==> src/rtl/fast_ovr_pkg.sv <==
package fast_ovr_pkg;
  localparam int unsigned THR_W = 4;
  typedef logic [THR_W-1:0] thr_code_t;
  localparam thr_code_t THR_CODE_RST = thr_code_t'(15);
endpackage

==> src/rtl/fast_ovr_mag.sv <==
module fast_ovr_mag #(
  parameter int unsigned DATA_W = 12
) (
  input  logic [DATA_W-1:0] sample_i,
  output logic [DATA_W-1:0] mag_o
);
  // unsigned result: the most negative code maps to 2^(DATA_W-1)
  always_comb begin
    if (sample_i[DATA_W-1]) mag_o = ~sample_i + DATA_W'(1);
    else                    mag_o = sample_i;
  end
endmodule

==> src/rtl/fast_ovr_cmp.sv <==
module fast_ovr_cmp
  import fast_ovr_pkg::*;
#(
  parameter int unsigned DATA_W = 12
) (
  input  logic [DATA_W-1:0] mag_i,
  input  thr_code_t         code_i,
  input  logic              valid_i,
  output logic              hit_o
);
  localparam int unsigned PROD_W = DATA_W + THR_W;

  logic [PROD_W-1:0] lhs, rhs;

  always_comb begin
    lhs   = {mag_i, {THR_W{1'b0}}};
    rhs   = PROD_W'(code_i) << (DATA_W - 1);
    hit_o = valid_i && (lhs > rhs);
  end
endmodule

==> src/rtl/fast_ovr_delay.sv <==
module fast_ovr_delay #(
  parameter int unsigned WIDTH = 2,
  parameter int unsigned DEPTH = 11
) (
  input  logic             clk_i,
  input  logic             rst_ni,
  input  logic [WIDTH-1:0] d_i,
  output logic [WIDTH-1:0] q_o
);
  if (DEPTH == 0) begin : g_bypass
    assign q_o = d_i;
  end else begin : g_line
    logic [WIDTH-1:0] stage_q [DEPTH];
    always_ff @(posedge clk_i or negedge rst_ni) begin
      if (!rst_ni) begin
        for (int i = 0; i < DEPTH; i++) stage_q[i] <= '0;
      end else begin
        stage_q[0] <= d_i;
        for (int i = 1; i < DEPTH; i++) stage_q[i] <= stage_q[i-1];
      end
    end
    assign q_o = stage_q[DEPTH-1];
  end
endmodule

==> src/rtl/fast_ovr_det.sv <==
module fast_ovr_det
  import fast_ovr_pkg::*;
#(
  parameter int unsigned NUM_CH  = 2,
  parameter int unsigned DATA_W  = 12,
  parameter int unsigned LATENCY = 12
) (
  input  logic                     clk_i,
  input  logic                     rst_ni,
  input  logic                     valid_i,
  input  logic [NUM_CH*DATA_W-1:0] data_i,
  input  logic [THR_W-1:0]         thr_code_i,
  output logic [NUM_CH-1:0]        ovr_o
);
  localparam int unsigned TAIL = (LATENCY > 0) ? LATENCY - 1 : 0;

  thr_code_t         thr_q;
  logic [NUM_CH-1:0] hit_d, hit_q;

  // code lags one edge so it applies to the next sample
  always_ff @(posedge clk_i or negedge rst_ni) begin
    if (!rst_ni) thr_q <= THR_CODE_RST;
    else         thr_q <= thr_code_i;
  end

  for (genvar c = 0; c < NUM_CH; c++) begin : g_ch
    logic [DATA_W-1:0] mag;
    fast_ovr_mag #(.DATA_W(DATA_W)) mag_i (
      .sample_i(data_i[c*DATA_W +: DATA_W]),
      .mag_o   (mag)
    );
    fast_ovr_cmp #(.DATA_W(DATA_W)) cmp_i (
      .mag_i  (mag),
      .code_i (thr_q),
      .valid_i(valid_i),
      .hit_o  (hit_d[c])
    );
  end

  always_ff @(posedge clk_i or negedge rst_ni) begin
    if (!rst_ni) hit_q <= '0;
    else         hit_q <= hit_d;
  end

  fast_ovr_delay #(.WIDTH(NUM_CH), .DEPTH(TAIL)) dly_i (
    .clk_i (clk_i),
    .rst_ni(rst_ni),
    .d_i   (hit_q),
    .q_o   (ovr_o)
  );
endmodule

==> config.mk <==
export PLATFORM = sky130hd
export DESIGN_NAME = fast_ovr_det
export DESIGN_NICKNAME = d
export VERILOG_FILES = /design/src/rtl/fast_ovr_pkg.sv /design/src/rtl/fast_ovr_mag.sv /design/src/rtl/fast_ovr_cmp.sv /design/src/rtl/fast_ovr_delay.sv /design/src/rtl/fast_ovr_det.sv
export SDC_FILE = /design/constraint.sdc
export NUM_CORES = 1
export LEC_CHECK = 0
export ABC_CLOCK_PERIOD_IN_PS = 2020
export BUFFER_PORTS_ARGS = -buffer_cell sky130_fd_sc_hd__buf_2
export CAP_MARGIN = 10
export CORE_MARGIN = 3
export CORE_UTILIZATION = 35
export CTS_BUF_LIST = sky130_fd_sc_hd__clkbuf_4 sky130_fd_sc_hd__clkbuf_8
export DETAILED_ROUTE_END_ITERATION = 6
export HOLD_SLACK_MARGIN = 0.08
export PLACE_DENSITY_LB_ADDON = 0.12
export SLEW_MARGIN = 20
export SYNTH_ARGS = -nofsm -noshare
export SYNTH_HDL_FRONTEND = slang
export SYNTH_SLANG_ARGS = --single-unit
==> constraint.sdc <==
create_clock -name clk_i -period 2.02 [get_ports clk_i]
set_input_delay 0.202 -clock clk_i [delete_from_list [all_inputs] [get_ports clk_i]]
set_output_delay 0.202 -clock clk_i [all_outputs]
set_load 0.01 [all_outputs]
==> impl_metrics.ini, run 1 <==
[grt]
grt_pass1_vias = 767
grt_use_total = 0.0999
grt_max_degree = 29
antenna_found_initial = 0
grt_overflow = 0
grt_pass1_wl_mm = 3.18

[placement]
portBuffers = 32
gp_congestion = 0.685
hpwlAfterDp_mm = 1.42

[die]
fp-row-count = 19
start_util = 0.386
dieHeight_um = 62.6
io_pins = 33
core-area_sq_mm = 0.00290
die_w_um = 62.6
die-area_sq_mm = 0.00391

[worst_setup_path]
critPathKind = in -> reg
crit_arrival_ns = 1.94
reg2reg_from = thr_q[2]
cp.required_ns = 2.23
r2r_cells = 5
r2r_end = hit_q[0]
crit_path_start_kind = input port
r2r_slack_ns = 0.46
crit_fanout = 3
end_kind = register

[timing]
tns_ns = 0
setup-violations-final = 0
fmax_ghz = 0.580
rsz0062_at_grt = false
fin_hold_ws_ns = 0.108
finalWorstPathRequiredPeriod_ns = 1.72
min_period_over_period = 0.853
max_slew.worst_pin.slew_ns = 0.567
max_slew_margin = 0.622
slew_violations = 0
hold_viol = 0
skew_ns = 0.00439

[clocking]
cts_root_buf = clkbuf_4
clock_latency_ns = 0.31
cts_tree = yes
clkTransAtPathRegs_ns = 0.13
h-tree-depth = 1
clock_sinks = 28
cts_buffers = 3
cts_buffer_depth = 2

[pwr]
power.static_leakage_nw = 0.692
p_comb_frac = 0.140
sequentialPowerShare = 0.631
p_per_area_mw_per_mm2 = 718
p_int_mw = 0.787
clockPowerShare = 0.229
switching_share = 0.225
ir_worst_vdd_mv = 0.283
p_sw_mw = 0.228

[worst_hold_path]
holdPathEnd = hit_q[1]
whs_path_depth = 2
hold_start = valid_i
hold_class = in -> reg

[cells_and_area]
syn2layout_area_growth_pct = 26.1
fillCellCount = 293
fin_util = 0.487
multiInputGateArea_sq_um = 384
num_antenna_cells = 0
regArea_sq_um = 706
drive_gt1_frac = 0.366
fin_nets = 163

[route]
drtIter0Drc = 32
avgViaCountPerCell = 4.50
routed_wirelength_mm = 1.78
ant_nets = 0
wl_per_cell_um = 10.8
drc = 0
vias = 743
dr.pass1.iters = 4

[synthesis]
synth-edff-count = 0
synthTopCellsByCount = dfrtp_1, ha_1, xnor2_1, nand2_1
synthCells = 82
yosysTopAreaCell = dfrtp_1
synth_area_sq_mm = 0.00112
yosysMostFrequentCell = dfrtp_1
syn_nets = 121
ys_warn_count = 0
synth_area_leaders = dfrtp_1, dfstp_2, ha_1, xnor2_1, nor4_4
ys_seq_area_frac = 0.630
synth_flop_cell = dfrtp_1
syn-mean-instance-area_sq_um = 13.7
synth_seq_cells = 28
synthArstFlopShare = 1.00
synth_top_area_frac = 0.536
synth_cell_types = 26

[status]
status = finished clean

[job]
drv_cap = 0
-- layer usage --
| metal | global-route usage | part of all wire | routed length [um] |
|---|---|---|---|
| met5 | 0 | 0 | 0 |
| met4 | 0.0165 | 0 | 0 |
| met3 | 0.0468 | 0.084 | 150 |
| met2 | 0.149 | 0.43 | 762 |
| met1 | 0.134 | 0.49 | 867 |
-- logic make-up (layout without fill, tap and decap cells) --
logic type | after synthesis | count (layout) | share of synthesized area
buffers and inverters | 6 | 47 | 0.0268
adder cells (fa/ha/maj) | 8 | 8 | 0.0894
AO/OA/AOI/OAI | 12 | 12 | 0.0827
AND/OR/NAND/NOR | 20 | 20 | 0.108
flip-flops | 28 | 28 | 0.630
XOR/XNOR | 8 | 8 | 0.0626
-- stage by stage --
stage	setup slack, ns	cell area [sq um]	cells	power, mW
2_1_floorplan	0.180	1120	82	0.723
3_3_place_gp	-0.0374	1330	156	0.786
3_5_place_dp	-0.0720	1330	156	0.790
4_1_cts	0.272	1410	165	1.03
5_1_grt	0.160	1410	165	1.09
6_report	0.297	1410	165	1.01
-- repair_timing --
action / 4_1_cts / 5_1_grt
endpoints found under the setup margin: 0 / 0
setup buffers: 0 / 0
gates resized for setup: 0 / 0
endpoints found under the hold margin: 28 / 0
hold buffers: 5 / 0
-- worst max-delay path, stage by stage --
cell,delay (ns)
buf_2,0.11
nor4_4,0.29
nand2_2,0.09
o31ai_1,0.26
xnor2_1,0.11
ha_1,0.29
nand3_1,0.09
o32a_1,0.30
o21a_1,0.18
-- power groups by stage --
stage / clock [mW] / sequential, mW / combinational (mW)
2_1_floorplan: 0 / 0.645 / 0.0783
3_3_place_gp: 0 / 0.651 / 0.135
3_5_place_dp: 0 / 0.652 / 0.138
4_1_cts: 0.241 / 0.642 / 0.145
5_1_grt: 0.274 / 0.647 / 0.165
6_report: 0.232 / 0.640 / 0.142
-- registers in the layout, summed over array words and instances (netlist names) --
register,flops
hit_q,2
dly_i.q_o,2
thr_q,4
dly_i.g_line.stage_q,20
-- layout make-up --
class | count | share of cell area
Clock buffer | 4 | 0.0213
Inverter | 4 | 0.0106
Multi-Input combinational cell | 48 | 0.272
Sequential cell | 28 | 0.500
Tap cell | 42 | 0.0372
Timing Repair Buffer | 39 | 0.159
-- how the worst max path moves through the flow --
stage                   start        to  slack, ns
finish              data_i[6]  hit_q[0]       0.30
global route        data_i[1]  hit_q[0]       0.16
CTS                 data_i[6]  hit_q[0]       0.27
detailed placement  data_i[6]  hit_q[0]      -0.07
global placement    data_i[6]  hit_q[0]      -0.04
floorplan           data_i[6]  hit_q[0]       0.18
-- cell usage in the layout (no fill, tap or decap), types with 2 or more instances in the layout --
cell type / n
inv_1: 4
nor3_1: 4
nand3_1: 3
o21ai_0: 2
dfrtp_1: 24
dlygate4sd3_1: 5
ha_1: 8
o31ai_1: 2
a21oi_1: 2
xnor2_1: 6
o21a_1: 2
buf_2: 32
xor2_1: 2
buf_4: 2
clkbuf_4: 4
dfstp_2: 4
nand2_1: 5
(Power assumes the default switching activity.)
==> run 2: changes to the inputs <==
--- a/config.mk
+++ b/config.mk
@@ -13,7 +13,6 @@
 export CTS_BUF_LIST = sky130_fd_sc_hd__clkbuf_4 sky130_fd_sc_hd__clkbuf_8
 export DETAILED_ROUTE_END_ITERATION = 6
 export HOLD_SLACK_MARGIN = 0.08
-export PLACE_DENSITY_LB_ADDON = 0.12
 export SLEW_MARGIN = 20
 export SYNTH_ARGS = -nofsm -noshare
 export SYNTH_HDL_FRONTEND = slang
==> constraint.sdc (replaced) <==
create_clock -name clk_i -period 2.02 [get_ports clk_i]
set_input_delay 0.303 -clock clk_i [delete_from_list [all_inputs] [get_ports clk_i]]
set_output_delay 0.303 -clock clk_i [all_outputs]
set_load 0.01 [all_outputs]
==> impl_metrics.ini, run 2 (same netlist as run 1, synthesis figures left out) <==
[pwr]
clockPowerShare = 0.246
power.static_leakage_nw = 0.694
p_int_mw = 0.806
sequentialPowerShare = 0.616
p_comb_frac = 0.138
finalPower_mw = 1.04
p_sw_mw = 0.231
ir_worst_vdd_mv = 0.323
p_per_area_mw_per_mm2 = 731
switching_share = 0.223

[timing]
hold_viol = 0
skew_ns = 0.000513
max_slew_margin = 0.621
slew_violations = 0
rsz0062_at_grt = false
max_slew.worst_pin.slew_ns = 0.569
min_period_over_period = 0.894
tns_ns = 0
fin_hold_ws_ns = 0.211
setup-violations-final = 0
setup_ws_ns = 0.213
finalWorstPathRequiredPeriod_ns = 1.81
fmax_ghz = 0.553

[worst_setup_path]
crit_slowest_cell = ha_1
end_kind = register
critPathKind = in -> reg
crit_chain = buf_2 -> nor4_4 -> nand2_2 -> o31ai_1 -> xnor2_1 -> ha_1 -> nand3_1 -> o32a_1 -> o21a_1
crit_arrival_ns = 2.03
slowest_delay_ns = 0.30
crit_fanout = 3
cp.required_ns = 2.24
crit_path_start_kind = input port

[cells_and_area]
mostFrequentLayoutCells = buf_2, dfrtp_1, ha_1
fin_util = 0.489
fin_nets = 163
syn2layout_area_growth_pct = 26.7
fin_cells = 165
top_register = dly_i.g_line.stage_q
num_antenna_cells = 0
reg.largest.list = dly_i.g_line.stage_q (20), thr_q (4)
largest_reg_flops = 20
fillCellCount = 276
final_common_cell = buf_2
drive_gt1_frac = 0.366
design_area_sq_mm = 0.00142

[placement]
dp_cells = 156
portBuffers = 32
placed_cell_area_sq_mm = 0.00133
place_ws_ns = -0.148
hpwlAfterDp_mm = 1.41
gp_congestion = 0.727

[die]
io_pins = 33
die_w_um = 62.6
start_util = 0.386
die-area_sq_mm = 0.00391
dieHeight_um = 62.6
fp-row-count = 19
core-area_sq_mm = 0.00290

[route]
drc = 0
vias = 730
avgViaCountPerCell = 4.42
drtIter0Drc = 19
ant_nets = 0
wl_per_cell_um = 10.7
routed_wirelength_mm = 1.77
dr.pass1.iters = 3

[grt]
grt_pass1_vias = 767
top_usage_layer = met2
grt_overflow = 0
gr-usage-met1 = 0.121
grt_use_total = 0.0976
grt_max_degree = 29
globalRouteMet2Util = 0.162
antenna_found_initial = 0
grt_pass1_wl_mm = 3.11
grt_use_met3 = 0.0396

[worst_hold_path]
hold_class = in -> reg

[clocking]
clkTransAtPathRegs_ns = 0.13
cts_tree = yes
cts_root_buf = clkbuf_4
cts_buffers = 3
h-tree-depth = 1
cts_setup_buffers = 0
clock_latency_ns = 0.31
clock_sinks = 28
cts_buffer_depth = 2

[job]
drv_cap = 0

[status]
status = finished clean
-- run 2: cell types whose count changed in the layout (fill, tap and decap cells not counted) --
| cell | previous run | this run |
|---|---|---|
| clkbuf_8 | 0 | 1 |
| clkbuf_4 | 4 | 3 |
-- run 2: what timing repair did --
item	CTS	global route
hold endpoints to repair	28	0
hold buffers	5	0
resized for setup	0	0
-- run 2: final cells by class --
cell class | count | area, sq um | area share
Multi-Input combinational cell | 48 | 384 | 0.271
Clock buffer | 4 | 36.3 | 0.0256
Timing Repair Buffer | 39 | 225 | 0.159
Inverter | 4 | 15.0 | 0.0106
Tap cell | 42 | 52.6 | 0.0370
Sequential cell | 28 | 706 | 0.497
-- run 2: power groups by stage --
stage | logic [mW] | registers, mW | clock network (mW)
6_report | 0.143 | 0.640 | 0.255
5_1_grt | 0.165 | 0.646 | 0.292
4_1_cts | 0.146 | 0.642 | 0.271
3_5_place_dp | 0.138 | 0.651 | 0
3_3_place_gp | 0.134 | 0.651 | 0
2_1_floorplan | 0.0783 | 0.645 | 0
-- run 2: routing by layer --
layer	wire length, um	vias up	part of all wire
li1	-	368	-
met1	804	339	0.46
met2	843	23	0.48
met3	119	0	0.067
met4	0	0	0
met5	0	-	0
-- run 2: worst max-delay path: cells and delay by family --
family                   cells  cell delay [ns]
AO/OA/AOI/OAI                3             0.71
adder cells (fa/ha/maj)      1             0.30
AND/OR/NAND/NOR              3             0.48
buffers and inverters        1             0.11
XOR/XNOR                     1             0.11
-- run 2: worst paths after layout --
kind	slack, ns	end	from	depth (start not counted)
max	0.21	hit_q[0]	data_i[6]	9
min	0.21	hit_q[0]	valid_i	2
min reg2reg	0.36	dly_i.g_line.stage_q[15]	dly_i.g_line.stage_q[17]	0
max reg2reg	0.43	hit_q[0]	thr_q[3]	5
max in group asynchronous	1.15	thr_q[1]	rst_ni	2
min in group asynchronous	0.50	dly_i.q_o[1]	rst_ni	2
